`src/rtl/atx_pkg.sv`:
```
package atx_pkg;
  typedef enum logic [1:0] {
    PAR_OFF  = 2'b00,
    PAR_EVEN = 2'b01,
    PAR_ODD  = 2'b10,
    PAR_OFF2 = 2'b11
  } par_mode_e;

  function automatic logic par_enabled(input logic [1:0] m);
    return (m == PAR_EVEN) || (m == PAR_ODD);
  endfunction
endpackage

```
`src/rtl/atx_fifo.sv`:
```
module atx_fifo #(
  parameter int DATA_W = 8,
  parameter int DEPTH  = 16
) (
  input  logic                           clk,
  input  logic                           rst,
  input  logic                           push_req,
  input  logic [DATA_W-1:0]              push_data,
  input  logic                           pop,
  output logic [DATA_W-1:0]              head,
  output logic [$clog2(DEPTH+1)-1:0]     level,
  output logic                           empty,
  output logic                           overflow
);
  localparam int AW = (DEPTH > 1) ? $clog2(DEPTH) : 1;
  localparam int CW = $clog2(DEPTH + 1);

  logic [DATA_W-1:0] mem [DEPTH];
  logic [AW-1:0]     wr_ptr, rd_ptr;
  logic              full, do_push;

  assign full    = (level == CW'(DEPTH));
  assign empty   = (level == '0);
  assign do_push = push_req && !full;
  assign head    = mem[rd_ptr];

  function automatic logic [AW-1:0] next_ptr(input logic [AW-1:0] p);
    return (p == AW'(DEPTH - 1)) ? '0 : p + AW'(1);
  endfunction

  // storage without reset so the array maps onto distributed RAM
  always_ff @(posedge clk) begin
    if (do_push) mem[wr_ptr] <= push_data;
  end

  always_ff @(posedge clk) begin
    if (rst) begin
      wr_ptr   <= '0;
      rd_ptr   <= '0;
      level    <= '0;
      overflow <= 1'b0;
    end else begin
      if (do_push) wr_ptr <= next_ptr(wr_ptr);
      if (pop)     rd_ptr <= next_ptr(rd_ptr);
      if (do_push && !pop)      level <= level + CW'(1);
      else if (pop && !do_push) level <= level - CW'(1);
      if (push_req && full)     overflow <= 1'b1;
    end
  end

  assert_level_bound_R6: assert property (@(posedge clk) disable iff (rst)
    level <= CW'(DEPTH));
  assert_no_pop_when_empty_R6: assert property (@(posedge clk) disable iff (rst)
    pop |-> (level != '0));
  assert_full_write_dropped_R7: assert property (@(posedge clk) disable iff (rst)
    (push_req && level == CW'(DEPTH) && !pop) |=> (level == CW'(DEPTH) && overflow));
  assert_overflow_sticky_R7: assert property (@(posedge clk) disable iff (rst)
    overflow |=> overflow);
endmodule

```
`src/rtl/atx_serializer.sv`:
```
module atx_serializer #(
  parameter int DATA_W = 8,
  parameter int TICKS  = 16
) (
  input  logic              clk,
  input  logic              rst,
  input  logic              tick,
  input  logic              avail,
  input  logic [DATA_W-1:0] head,
  input  logic              cfg_len7,
  input  logic              cfg_stop2,
  input  logic [1:0]        cfg_par,
  input  logic              cts,
  output logic              pop,
  output logic              txd,
  output logic              busy
);
  import atx_pkg::*;

  localparam int FRAME_W = DATA_W + 4;
  localparam int IW      = $clog2(FRAME_W + 1);
  localparam int TW      = (TICKS > 1) ? $clog2(TICKS) : 1;

  logic [FRAME_W-1:0] frame, shift_q;
  logic [IW-1:0]      dlen, nbits, nbits_q, bit_idx;
  logic [TW-1:0]      tick_cnt;
  logic [DATA_W-1:0]  dmask;
  logic               par_on, par_bit, bit_end, frame_end, load;

  // build the whole character from the queue head and current format
  assign dlen    = cfg_len7 ? IW'(DATA_W - 1) : IW'(DATA_W);
  assign dmask   = cfg_len7 ? {1'b0, {(DATA_W-1){1'b1}}} : '1;
  assign par_on  = par_enabled(cfg_par);
  assign par_bit = (^(head & dmask)) ^ (cfg_par == PAR_ODD);
  assign nbits   = IW'(1) + dlen + IW'(par_on) + (cfg_stop2 ? IW'(2) : IW'(1));

  always_comb begin
    frame    = '1;
    frame[0] = 1'b0;
    for (int i = 0; i < DATA_W; i++) begin
      if (IW'(i) < dlen) frame[i+1] = head[i];
    end
    if (par_on) frame[dlen + IW'(1)] = par_bit;
  end

  assign bit_end   = busy && tick && (tick_cnt == TW'(TICKS - 1));
  assign frame_end = bit_end && (bit_idx == nbits_q - IW'(1));
  assign load      = tick && avail && cts && (!busy || frame_end);
  assign pop       = load;

  always_ff @(posedge clk) begin
    if (rst) begin
      busy     <= 1'b0;
      txd      <= 1'b1;
      shift_q  <= '1;
      nbits_q  <= '0;
      bit_idx  <= '0;
      tick_cnt <= '0;
    end else if (load) begin
      busy     <= 1'b1;
      txd      <= frame[0];
      shift_q  <= {1'b1, frame[FRAME_W-1:1]};
      nbits_q  <= nbits;
      bit_idx  <= '0;
      tick_cnt <= '0;
    end else if (frame_end) begin
      busy     <= 1'b0;
      txd      <= 1'b1;
      tick_cnt <= '0;
    end else if (bit_end) begin
      tick_cnt <= '0;
      bit_idx  <= bit_idx + IW'(1);
      txd      <= shift_q[0];
      shift_q  <= {1'b1, shift_q[FRAME_W-1:1]};
    end else if (busy && tick) begin
      tick_cnt <= tick_cnt + TW'(1);
    end
  end

  assert_idle_line_high_R1: assert property (@(posedge clk) disable iff (rst)
    !busy |-> txd);
  assert_line_moves_on_tick_R2: assert property (@(posedge clk) disable iff (rst)
    !tick |=> $stable(txd));
  assert_start_is_low_R2: assert property (@(posedge clk) disable iff (rst)
    $rose(busy) |-> !txd);
  assert_cts_holds_start_R9: assert property (@(posedge clk) disable iff (rst)
    (!busy && !cts) |=> !busy);
endmodule

```
`src/rtl/async_tx_fifo.sv`:
```
module async_tx_fifo #(
  parameter int DATA_W = 8,
  parameter int DEPTH  = 16,
  parameter int TICKS  = 16
) (
  input  logic                       clk,
  input  logic                       rst,
  input  logic                       baud_tick,
  input  logic                       wr_en,
  input  logic [DATA_W-1:0]          wr_data,
  input  logic                       fmt_len7,
  input  logic                       fmt_stop2,
  input  logic [1:0]                 fmt_parity,
  input  logic                       cts,
  output logic                       txd,
  output logic [$clog2(DEPTH+1)-1:0] fill_level,
  output logic                       empty_irq,
  output logic                       empty_dma_req,
  output logic                       overflow,
  output logic                       tx_done
);
  logic [DATA_W-1:0] head;
  logic              fifo_empty, pop, busy;

  atx_fifo #(.DATA_W(DATA_W), .DEPTH(DEPTH)) u_fifo (
    .clk       (clk),
    .rst       (rst),
    .push_req  (wr_en),
    .push_data (wr_data),
    .pop       (pop),
    .head      (head),
    .level     (fill_level),
    .empty     (fifo_empty),
    .overflow  (overflow)
  );

  atx_serializer #(.DATA_W(DATA_W), .TICKS(TICKS)) u_ser (
    .clk       (clk),
    .rst       (rst),
    .tick      (baud_tick),
    .avail     (!fifo_empty),
    .head      (head),
    .cfg_len7  (fmt_len7),
    .cfg_stop2 (fmt_stop2),
    .cfg_par   (fmt_parity),
    .cts       (cts),
    .pop       (pop),
    .txd       (txd),
    .busy      (busy)
  );

  always_ff @(posedge clk) begin
    if (rst) begin
      empty_irq     <= 1'b1;
      empty_dma_req <= 1'b1;
      tx_done       <= 1'b1;
    end else begin
      empty_irq     <= fifo_empty;
      empty_dma_req <= fifo_empty;
      tx_done       <= fifo_empty && !busy;
    end
  end

  assert_empty_request_R8: assert property (@(posedge clk) disable iff (rst)
    !rst |=> (empty_irq == ($past(fill_level) == '0)) && (empty_dma_req == empty_irq));
  assert_done_means_idle_R10: assert property (@(posedge clk) disable iff (rst)
    tx_done |-> (txd && empty_irq));
endmodule

```
`config.mk`:
```
export PLATFORM = sky130hd
export DESIGN_NAME = async_tx_fifo
export DESIGN_NICKNAME = d
export VERILOG_FILES = /design/src/rtl/atx_pkg.sv /design/src/rtl/atx_fifo.sv /design/src/rtl/atx_serializer.sv /design/src/rtl/async_tx_fifo.sv
export SDC_FILE = /design/constraint.sdc
export NUM_CORES = 1
export LEC_CHECK = 0
export BUFFER_PORTS_ARGS = -buffer_cell sky130_fd_sc_hd__buf_2
export CORE_ASPECT_RATIO = 0.9
export CORE_UTILIZATION = 60
export CTS_CLUSTER_DIAMETER = 30
export DETAILED_ROUTE_END_ITERATION = 6
export PLACE_DENSITY = 0.78
export SKIP_LAST_GASP = 1
export SYNTH_ARGS = -nofsm -noshare
export SYNTH_HDL_FRONTEND = slang
export SYNTH_HIERARCHICAL = 1
export SYNTH_SLANG_ARGS = --single-unit
```
`constraint.sdc`:
```
create_clock -name clk -period 6.3 [get_ports clk]
set_input_delay 1.26 -clock clk [delete_from_list [all_inputs] [get_ports clk]]
set_output_delay 1.26 -clock clk [all_outputs]
set_load 0.05 [all_outputs]
```
==> summary.txt, run 1 <==
Clock tree
  • TritonCTS clock tree: built
  • Clock buffer depth: 2
  • CTS Hold Bufs: 0
  • Clock slew at reported path FFs: 0.06 ns
  • CTS resizes: 0
  • CTS Buf Count: 17
  • Worst skew pair latency: 0.42 ns
  • CTS sink count: 171
  • CTS Root Cell: clkbuf_16
  • H-tree Lvls: 4
  • Post-CTS Setup Bufs: 0

Setup path
  • Reg-to-Reg End: u_fifo/level[4]
  • Slowest cell on crit path: a31oi_2
  • Reg-to-reg setup timing slack: 2.12 ns
  • Start of the worst register-to-register path: u_fifo/level[0]
  • Critical Path Sink Type: flip-flop
  • WP data arrival: 4.49 ns
  • Setup CP Type: flip-flop to flip-flop
  • Critical Path Fanout Max: 16
  • Crit-path cells: or4_1 -> nor2_1 -> inv_1 -> nand3_1 -> nor3_1 -> a31oi_2 -> inv_1 -> inv_1 -> ha_1 -> inv_1 -> ha_1 -> a21oi_1 -> a211oi_1 -> a31oi_1 -> mux2_2
  • Worst EP required: 6.61 ns
  • Critical Path Max Stage Delay: 0.74 ns
  • CP startpoint kind: flip-flop
  • Reg2reg path depth: 15
  • Crit path top cell by count: inv_1

STA
  • Final TNS setup: 0 ns
  • Count of pins over their slew limit: 0
  • Hold Worst Slack: 0.463 ns
  • F_max: 239 MHz
  • RSZ-0062 raised after global routing: no
  • Worst-margin pin slew: 0.985 ns
  • Worst slew margin: 34.1%
  • Period minus WS final: 4.18 ns
  • Final period util: 66.4%
  • # setup viols final: 0
  • Final Hold Vio Count: 0
  • Skew final: 0.00728 ns

Finish
  • Multi-input logic area: 2250 sq um
  • Fill cells: 726
  • Share of cells above drive strength 1: 17.4%
  • Antenna fix cells: 0
  • Layout Cells excl Fill: 657
  • Layout Nets: 522
  • Register area: 4710 sq um
  • Syn-to-layout area delta: 12.3%

Synthesis
  • Synth area leader: edfxtp_1
  • Mapped Cells: 458
  • Synth top area cells: edfxtp_1, dfxtp_1, mux4_2
  • Synthesis Warnings: 6
  • Register area share after synthesis: 65.6%
  • Most numerous cell in the Yosys netlist: edfxtp_1
  • Syn Nets: 492
  • Async set or reset register ratio after synthesis: 0%
  • Yosys reg bits: 171
  • Mapped cell area: 7170 sq um
  • Mean post-synth cell area: 15.7 sq um
  • Yosys top cell area share: 53.6%
  • Commonest cells post-synth: edfxtp_1, dfxtp_1, nor2_1, nand2_1, a21oi_1
  • Distinct cells, synth: 50
  • Post-synth EDFFs: 128
  • Primary FF master, synth: edfxtp_1

Global route
  • Initial antenna violation count: 0
  • First-pass GRT wire length: 21,300 microns
  • Largest net degree at the start of global routing: 36
  • GRT Util Overall: 24.6%
  • Remaining global-route overflow: 0
  • Number of global-route vias before repair: 3,923

Floorplan
  • CORE AREA: 11,500 sq um
  • Die Ht: 106 microns
  • Rows: 37
  • IO Pins: 27
  • Die area: 12,400 sq um
  • Die Span X: 117 microns
  • Initial Util: 62.2%

Routing
  • Routed wire per std cell: 20.7 microns
  • Routed vias: 3,953
  • Final WL: 13,600 microns
  • Initial DRC Count: 293
  • Post-DRT Antenna Nets: 0
  • Router iterations before antenna repair: 4
  • Vias/cell: 6.02
  • Drt drc: 0

Pwr
  • Flop pwr share: 43.0%
  • Power share of the combinational group: 19.7%
  • Clk pwr share: 37.3%
  • PwrDens: 384 nW/um^2
  • IR drop worst, VDD: 0.260 mV
  • LEAKAGE: 2.85 nW
  • Internal Power: 2.26 mW
  • Sw Share: 27.0%
  • Net Switching: 0.834 mW

Place
  • Post-detail-place hpwl: 8290 microns
  • Number of buffers inserted by port buffering: 26
  • Dpl cells: 625
  • RePlAce Congestion: 0.800

Run status
  • Status: complete, no violations

Min path
  • Hold_sp: u_ser/nbits_q[3]
  • Worst hold path class: flip-flop to flip-flop
  • Hold Path Depth: 2
  • WHS Endpoint: u_ser/nbits_q[3]

Job
  • Max Cap Viol: 0
## worst max path at each step
stage                    start               to  cells after the start
2_1_floorplan              cts  u_fifo/level[4]                     13
3_3_place_gp         baud_tick  u_fifo/level[4]                     13
3_5_place_dp         baud_tick  u_fifo/level[4]                     13
4_1_cts        u_fifo/level[0]  u_fifo/level[4]                     15
5_1_grt        u_fifo/level[0]  u_fifo/level[4]                     15
6_report       u_fifo/level[0]  u_fifo/level[4]                     15
## layout make-up
class | count | share of cell area [%]
clock inverters | 12 | 2.74
well taps | 156 | 2.42
repair buffers | 31 | 2.08
inverters | 18 | 0.839
clock buffers | 20 | 5.43
flip-flops and latches | 171 | 58.5
multi-input cells | 249 | 28.0
## logic make-up after synthesis
group,share of synthesized area (%)
and+or+nand+nor,6.63
AOI/OAI and AO/OA,5.50
adders and majority gates,3.18
muxes,13.2
xor gates and xnor gates,2.90
DFF,65.6
buffers and inverters,2.98
## routing by layer
| layer | track usage (%) | vias to the layer above | part of all wire (%) |
|---|---|---|---|
| met2 | 38.0 | 122 | 50 |
| met5 | 0 | - | 0 |
| li1 | - | 1819 | - |
| met1 | 32.4 | 1990 | 42 |
| met3 | 7.65 | 22 | 5.6 |
| met4 | 10.0 | 0 | 2.2 |
## power by group through the flow
stage                     Combinational (mW)  Clock [mW]  Sequential [mW]
after CTS                              0.607        1.16             1.33
after detailed placement               0.602           0             1.35
after floorplan                        0.414           0             1.42
final                                  0.609        1.15             1.33
after global placement                 0.585           0             1.35
after global routing                   0.662        1.21             1.34
## flip-flops by register name, indices dropped and copies added (netlist names), 4 cells and up, named ones only
name	cells
u_fifo/level	5
u_fifo/mem	128
u_fifo/rd_ptr	4
u_fifo/wr_ptr	4
u_ser/bit_idx	4
u_ser/nbits_q	4
u_ser/shift_q	9
u_ser/tick_cnt	4
## cell usage in the layout, fill, tap and decap left out, types with 3 or more instances in the layout
cell / synthesis / routed
buf_2: 3 / 26
buf_4: 3 / 5
clkbuf_1: 6 / 3
nor2_1: 38 / 38
a31oi_1: 4 / 4
mux4_1: 14 / 14
a22oi_1: 17 / 17
clkinvlp_4: 0 / 3
nor3_1: 13 / 13
nand3_1: 5 / 5
mux2i_1: 16 / 16
edfxtp_1: 128 / 128
nand2_1: 27 / 27
inv_1: 18 / 18
xor2_1: 9 / 9
a21oi_1: 19 / 19
clkbuf_16: 0 / 17
or3_1: 3 / 3
dfxtp_1: 43 / 41
nand2b_1: 3 / 3
xnor2_1: 12 / 12
ha_1: 15 / 15
o21ai_0: 5 / 5
mux4_2: 18 / 18
bufinv_16: 0 / 6
## through the flow
stage	utilization (%)	area (sq um)	power (mW)	worst slack (ns)
floorplan	-	7170	1.83	2.54
global placement	64.1	7390	1.93	2.12
detailed placement	64.1	7390	1.95	1.98
CTS	69.8	8050	3.10	2.21
global route	69.8	8050	3.21	1.84
finish	69.8	8050	3.09	2.12
## critical path, delay by kind of cell, from the launching register on
kind,cells,cell delay (ns)
AO/OA/AOI/OAI,4,1.23
adder cells (fa/ha/maj),2,0.58
buffers and inverters,4,0.60
flip-flops,1,0.37
multiplexers,1,0.35
AND/OR/NAND/NOR,4,0.94
Note: power is estimated with default switching activity, not from simulation.
==> run 2, diff against run 1 <==
Settings changed: ABC_AREA set to 1, CORE_UTILIZATION 60 to 56, PLACE_DENSITY 0.78 to 0.76.
Clock period 6.3 ns to 3.5 ns, I/O delays scaled along.
==> run 2 against run 1 <==
- largest cell class unchanged
- clock-buffer cell count decreased by 3
- clock skew is 0.0031 ns higher
- synthesized area up 8.8%
- via count grew 40%
- highest routed layer unchanged
- clock power increased by 59%
==> summary.txt, run 2 <==
Synthesis
  • Async set or reset register ratio after synthesis: 0% (unchanged)
  • Main combinational cell family by area after synthesis: simple AND/OR/NAND/NOR gates
  • Distinct cells, synth: 30 (-40%)
  • Synth top area cells: edfxtp_1, nand2_1, dfxtp_1
  • Post-synthesis xor/xnor area fraction: 1.12% (-1.8 points)
  • Syn Nets: 868 (+76%)
  • Synthesis Warnings: 6 (unchanged)
  • Mux contribution to synthesized area: 0% (-13 points)
  • Yosys reg bits: 171 (unchanged)
  • Area share of and/or/nand/nor cells after synthesis: 24.9% (+18 points)
  • Mapped cell area: 7800 sq um (+8.8%)
  • Post-synth EDFFs: 128 (unchanged)
  • Synth Area in Adders: 2.92% (-0.26 points)
  • Complex-gate fraction of the synthesized area: 3.38% (-2.1 points)
  • Synth area leader: edfxtp_1
  • Most numerous cell in the Yosys netlist: nand2_1
  • Commonest cells post-synth: nand2_1, edfxtp_1, nand3_1, inv_1, nor2_1
  • Mean post-synth cell area: 9.35 sq um (-40%)
  • Mapped Cells: 834 (+82%)
  • Primary FF master, synth: edfxtp_1
  • Register area share after synthesis: 60.3% (-5.3 points)
  • Yosys top cell area share: 49.3% (-4.4 points)

Routing
  • Post-DRT Antenna Nets: 0 (unchanged)
  • Drt drc: 0 (unchanged)
  • Initial DRC Count: 544 (+86%)
  • Final WL: 16,000 microns (+18%)
  • Router iterations before antenna repair: 5 (+1)
  • Routed wire per std cell: 15.4 microns (-25%)
  • Routed vias: 5,542 (+40%)
  • Vias/cell: 5.35 (-11%)

Finish
  • Most common cell after layout, fill and taps aside: nand2_1
  • Max reg flops: 128 (unchanged)
  • Register area: 4710 sq um (about the same)
  • Antenna fix cells: 0 (unchanged)
  • Util after Layout: 63.7% (-6.2 points)
  • Share of cells above drive strength 1: 9.79% (-7.6 points)
  • Layout Nets: 889 (+70%)
  • Largest register by flop count: u_fifo/mem
  • Syn-to-layout area delta: 9.86%
  • Biggest regs: u_fifo/mem: 128 flops, u_ser/shift_q: 9 flops, u_fifo/level: 5 flops
  • Most frequent cells in the layout: nand2_1, edfxtp_1, nand3_1, inv_1, nor2_1
  • Fill cells: 1,037 (+43%)
  • Multi-input logic area: 2520 sq um (+12%)

Place
  • Post-detail-place hpwl: 9830 microns (+19%)
  • Number of buffers inserted by port buffering: 26 (unchanged)
  • RePlAce Congestion: 0.842 (+5.2%)

STA
  • # setup viols final: 0 (unchanged)
  • Period minus WS final: 2.79 ns (-1.39 ns)
  • F_max: 358 MHz (+50%)
  • Final period util: 79.8% (+13 points)
  • RSZ-0062 raised after global routing: no
  • Skew final: 0.0104 ns (+0.00310 ns)
  • Hold Worst Slack: 0.464 ns (+0.000462 ns)
  • Final TNS setup: 0 ns (unchanged)
  • Worst-margin pin slew: 0.886 ns (-0.0984 ns)
  • Count of pins over their slew limit: 0 (unchanged)
  • Worst slew margin: 40.7% (+6.6 points)
  • Final Hold Vio Count: 0 (unchanged)

Pwr
  • Power share of the combinational group: 24.6% (+4.9 points)
  • Internal Power: 3.73 mW (+65%)
  • Tot Pwr: 5.61 mW (+82%)
  • Flop pwr share: 42.7% (-0.3 points)
  • IR drop worst, VDD: 0.503 mV (+93%)
  • Net Switching: 1.88 mW (+130%)
  • PwrDens: 655 nW/um^2 (+71%)
  • LEAKAGE: 3.70 nW (+30%)
  • Sw Share: 33.5% (+6.5 points)
  • Clk pwr share: 32.7% (-4.6 points)

Clock tree
  • TritonCTS clock tree: built
  • CTS sink count: 171 (unchanged)
  • CTS Hold Bufs: 0 (unchanged)
  • CTS Root Cell: clkbuf_16
  • Clock slew at reported path FFs: 0.07 ns (about the same)
  • CTS resizes: 0 (unchanged)
  • H-tree Lvls: 4 (unchanged)
  • CTS Buf Count: 17 (unchanged)
  • Clock buffer depth: 2 (unchanged)
  • Post-CTS Setup Bufs: 0 (unchanged)
  • Worst skew pair latency: 0.43 ns (about the same)

Global route
  • Number of global-route vias before repair: 5,096 (+30%)
  • GRT Util Overall: 23.6% (-0.96 points)
  • Remaining global-route overflow: 0 (unchanged)
  • First-pass GRT wire length: 25,200 microns (+19%)
  • Largest net degree at the start of global routing: 68 (+89%)
  • Initial antenna violation count: 0 (unchanged)

Setup path
  • Critical Path Sink Type: flip-flop
  • Setup CP Type: flip-flop to flip-flop
  • WP data arrival: 3.12 ns (-1.37 ns)
  • Critical Path Fanout Max: 5 (-11)
  • Crit-path cells: inv_1 -> ha_1 -> xor2_1 -> nand2_1 -> nor2_2 -> nand3_1 -> nand2_2 -> nand2_4 -> inv_1 -> inv_1 -> ha_1 -> inv_1 -> ha_1 -> a21oi_1 -> nand2_1 -> nand2_1 -> nand2_1 -> o21ai_0 -> inv_1
  • Critical Path Max Stage Delay: 0.36 ns (-0.38 ns)
  • Crit path top cell by count: inv_1
  • CP startpoint kind: flip-flop
  • Worst EP required: 3.82 ns (-2.79 ns)
  • Slowest cell on crit path: dfxtp_1

Floorplan
  • Die Ht: 114 microns (+7.8%)
  • Die area: 14,400 sq um (+16%)
  • Rows: 40 (+8.1%)
  • IO Pins: 27 (unchanged)
  • Initial Util: 57.9% (-4.2 points)
  • CORE AREA: 13,500 sq um (+17%)
  • Die Span X: 126 microns (+7.8%)

Run status
  • Status: complete, no violations

Min path
  • Worst hold path class: flip-flop to flip-flop

Job
  • Max Cap Viol: 0 (unchanged)
==> run 2: cell types whose count changed in the layout (fill, tap and decap cells not counted), sizes merged, moves of 4 or more <==
cell | before | now
a22oi | 17 | 0
a31oi | 5 | 0
buf | 31 | 35
bufinv | 6 | 1
inv | 18 | 100
mux2i | 16 | 0
mux4 | 32 | 0
nand2 | 27 | 286
nand3 | 5 | 109
nor2 | 38 | 57
nor3 | 14 | 6
o21ai | 5 | 27
xnor2 | 12 | 3
==> run 2: path summary, 6_finish.rpt <==
path	startpoint	endpoint	slack (ns)	depth (start not counted)
setup / recovery	u_ser/nbits_q[0]	u_fifo/level[3]	0.71	19
hold / removal	u_fifo/overflow	u_fifo/overflow	0.46	2
hold reg to reg	u_fifo/overflow	u_fifo/overflow	0.46	2
setup reg to reg	u_ser/nbits_q[0]	u_fifo/level[3]	0.71	19
==> run 2: cells by family after synthesis <==
logic type               Yosys count
AO/OA/AOI/OAI                     48
buffers and inverters            124
AND/OR/NAND/NOR                  464
flip-flops                       171
XOR/XNOR                          10
adder cells (fa/ha/maj)           17
==> run 2: layout make-up <==
class / instances / share of cell area, %
flip-flops and latches: 171 / 54.9
multi-input cells: 539 / 29.4
clock buffers: 17 / 4.96
inverters: 91 / 4.01
repair buffers: 35 / 2.45
well taps: 168 / 2.45
clock inverters: 15 / 1.78
==> run 2: worst max-delay path, delay by kind of cell, from the launching register on <==
family	cells	cell delay (ns)
adders and majority gates	3	0.81
and+or+nand+nor	8	0.69
AOI/OAI and AO/OA	2	0.30
xor gates and xnor gates	1	0.14
buffers and inverters	5	0.40
DFF	1	0.36
==> run 2: power groups by stage <==
stage	Sequential, mW	Clock [mW]	Combinational [mW]
global placement	2.44	0	1.34
detailed placement	2.44	0	1.36
CTS	2.40	1.85	1.37
finish	2.40	1.83	1.38
floorplan	2.56	0	0.963
global route	2.41	1.93	1.54
==> run 2: metal layers <==
metal	share of wire, %	GRT usage (%)	vias to the layer above	wire [microns]
met5	0	0	-	0
met4	2.7	11.2	0	438
met3	7.9	6.10	33	1260
met2	45	36.2	202	7200
met1	44	31.7	2544	7080
li1	-	-	2763	-
==> run 2: through the flow <==
step / setup slack (ns) / instance area, sq um / instances
3_5_place_dp: 0.664 / 7990 / 1004
3_3_place_gp: 0.732 / 7990 / 1004
4_1_cts: 0.705 / 8570 / 1036
2_1_floorplan: 0.734 / 7800 / 834
6_report: 0.707 / 8570 / 1036
5_1_grt: 0.486 / 8570 / 1036
==> run 3, diff against run 2 <==
Clock period 3.5 ns to 2.27 ns, I/O delays scaled along.
==> run 3 against run 2 <==
- the flow now finishes with violations (setup timing)
- worst setup slack got worse by 0.80 ns
- largest cell class unchanged
- clock skew decreased by 0.0023 ns
- cell count increased by 5.0%
- critical endpoint unchanged
- critical path type unchanged
==> summary.txt, run 3 (synthesis results as in run 2) <==
Setup path
  • Critical Path Max Stage Delay: 0.34 ns (-0.02 ns)
  • Reg2reg path depth: 19 (unchanged)
  • Worst EP required: 2.59 ns (-1.23 ns)
  • Start of the worst register-to-register path: u_ser/nbits_q[1]
  • Setup CP Type: flip-flop to flip-flop
  • Reg-to-Reg End: u_fifo/level[3]
  • WP data arrival: 2.68 ns (-0.44 ns)
  • Critical Path Sink Type: flip-flop
  • Crit path top cell by count: nand2_1
  • Crit-path cells: inv_2 -> ha_4 -> xor2_1 -> nand2_1 -> nor2_2 -> nand3_2 -> nand2_2 -> nand2_4 -> inv_4 -> inv_4 -> ha_4 -> inv_6 -> ha_4 -> a21oi_2 -> nand2_1 -> nand2_1 -> nand2_1 -> o21ai_1 -> inv_1
  • CP startpoint kind: flip-flop
  • Slowest cell on crit path: dfxtp_2
  • Reg-to-reg setup timing slack: -0.09 ns (-0.80 ns)
  • Critical Path Fanout Max: 5 (unchanged)

Clock tree
  • Worst skew pair latency: 0.42 ns (about the same)
  • CTS Buf Count: 17 (unchanged)
  • CTS sink count: 171 (unchanged)
  • Clock slew at reported path FFs: 0.06 ns (about the same)
  • TritonCTS clock tree: built
  • CTS Root Cell: clkbuf_16
  • H-tree Lvls: 4 (unchanged)
  • Clock buffer depth: 2 (unchanged)

Global route
  • Initial antenna violation count: 0 (unchanged)
  • Remaining global-route overflow: 0 (unchanged)
  • First-pass GRT wire length: 25,400 microns (+0.68%)
  • GRT Util Overall: 23.6% (-0.075 points)
  • Number of global-route vias before repair: 5,134 (+0.75%)
  • Largest net degree at the start of global routing: 38 (-44%)

Floorplan
  • CORE AREA: 13,500 sq um (unchanged)
  • IO Pins: 27 (unchanged)
  • Initial Util: 57.9% (unchanged)
  • Rows: 40 (unchanged)
  • Die Ht: 114 microns (unchanged)
  • Die area: 14,400 sq um (unchanged)
  • Die Span X: 126 microns (unchanged)

Finish
  • Most frequent cells in the layout: nand2_1, edfxtp_1, nand3_1, inv_1, nor2_1
  • Syn-to-layout area delta: 19.5%
  • Final Cell Area: 9320 sq um (+8.8%)
  • Layout Nets: 941 (+5.8%)
  • Util after Layout: 69.2% (+5.6 points)
  • Biggest regs: u_fifo/mem: 128 flops, u_ser/shift_q: 9 flops, u_fifo/level: 5 flops
  • Largest register by flop count: u_fifo/mem
  • Antenna fix cells: 0 (unchanged)
  • Share of cells above drive strength 1: 19.0% (+9.2 points)
  • Max reg flops: 128 (unchanged)
  • Most common cell after layout, fill and taps aside: nand2_1

Min path
  • WHS Endpoint: u_ser/busy
  • Worst hold path class: input pin to flip-flop
  • Hold Path Depth: 3 (+1)
  • Hold_sp: cts

Routing
  • Vias/cell: 5.32 (-0.54%)
  • Routed vias: 5,789 (+4.5%)
  • Router iterations before antenna repair: 5 (unchanged)
  • Drt drc: 0 (unchanged)
  • Final WL: 16,900 microns (+5.6%)
  • Post-DRT Antenna Nets: 0 (unchanged)
  • Initial DRC Count: 502 (-7.7%)
  • Routed wire per std cell: 15.5 microns (+0.58%)

Job
  • Max Cap Viol: 0 (unchanged)

Place
  • Number of buffers inserted by port buffering: 26 (unchanged)
  • Post-detail-place hpwl: 10,400 microns (+5.5%)
  • Dpl cell area: 8350 sq um (+4.5%)
  • RePlAce Congestion: 0.825 (-2.0%)

Pwr
  • PwrDens: 981 nW/um^2 (+50%)
  • LEAKAGE: 4.05 nW (+9.4%)
  • IR drop worst, VDD: 0.647 mV (+28%)

STA
  • Worst slew margin: 71.1% (+30 points)
  • Skew final: 0.00807 ns (-0.00230 ns)
  • PnR worst setup slack: -0.0938 ns (-0.801 ns)
  • # setup viols final: 3 (+3)
  • Worst-margin pin slew: 0.433 ns (-0.453 ns)
  • Final Hold Vio Count: 0 (unchanged)
  • Count of pins over their slew limit: 0 (unchanged)
  • Hold Worst Slack: 0.326 ns (-0.138 ns)
  • RSZ-0062 raised after global routing: yes
  • F_max: 423 MHz (+18%)
  • Period minus WS final: 2.36 ns (-0.429 ns)
  • Final period util: 104% (+24 points)

Run status
  • Failing checks: setup timing
  • Status: finished with violations
==> run 3: cell count changes in the layout (fill, tap and decap cells not counted), moves of 6 or more <==
cell     before  now
dfxtp_1      42   35
buf_4         8   47
nand3_2       0   11
nand3_1     109   97
dfxtp_2       1    7
nand2_1     279  273
inv_1        87   81
buf_12        1    8
==> run 3: metal layers <==
layer | up-vias | GRT usage [%] | share of wire, %
li1 | 2867 | - | -
met1 | 2669 | 31.3 | 42
met2 | 231 | 38.8 | 49
met3 | 22 | 4.83 | 8.0
met4 | 0 | 8.19 | 1.6
met5 | - | 0 | 0
==> run 3: how the worst max path moves through the flow <==
stage	to	start	slack, ns	depth (start not counted)
after detailed placement	u_fifo/level[4]	u_ser/nbits_q[1]	-0.18	18
after global routing	u_fifo/level[4]	u_ser/nbits_q[0]	-0.20	18
final	u_fifo/level[3]	u_ser/nbits_q[1]	-0.09	19
after global placement	u_fifo/level[4]	u_ser/nbits_q[1]	-0.14	18
after floorplan	u_fifo/level[4]	u_ser/nbits_q[0]	-0.09	17
after CTS	u_fifo/level[4]	u_ser/nbits_q[1]	-0.10	18
==> run 3: metrics by stage <==
stage / total power, mW / instances / setup slack (ns) / setup TNS [ns]
2_1_floorplan: 5.52 / 834 / -0.0920 / -0.141
3_3_place_gp: 6.06 / 1036 / -0.141 / -0.294
3_5_place_dp: 6.12 / 1036 / -0.181 / -0.443
4_1_cts: 8.89 / 1075 / -0.102 / -0.266
5_1_grt: 9.60 / 1088 / -0.199 / -0.715
6_report: 9.15 / 1088 / -0.0938 / -0.255
==> run 3: area by class of cell <==
cell class,count,area (sq um)
Multi-Input combinational cell,539,2700
Clock buffer,22,485
Fill cell,935,4140
Clock inverter,10,80.1
Sequential cell,171,4720
Timing Repair Buffer,87,766
Inverter,91,364
Tap cell,168,210
==> run 3: repair_timing <==
action / in CTS / in global routing
cloned: 0 / 4
pin swaps: 10 / 14
setup buffers: 7 / 10
endpoints found under the setup margin: 3 / 9
hold buffers: 0 / 0
gates resized for setup: 8 / 42
==> run 3: where the power goes <==
group	leakage, nW	switching, mW	internal (mW)
combinational	2.26	1.66	1.03
sequential	1.51	0.148	3.58
clock	0.279	1.18	1.54
total	4.05	2.99	6.15
==> run 3: critical path: cells and delay by family (launching register included) <==
kind | cells | cell delay, ns
flip-flops | 1 | 0.34
buffers and inverters | 5 | 0.28
AND/OR/NAND/NOR | 8 | 0.64
AO/OA/AOI/OAI | 2 | 0.25
adder cells (fa/ha/maj) | 3 | 0.63
XOR/XNOR | 1 | 0.14
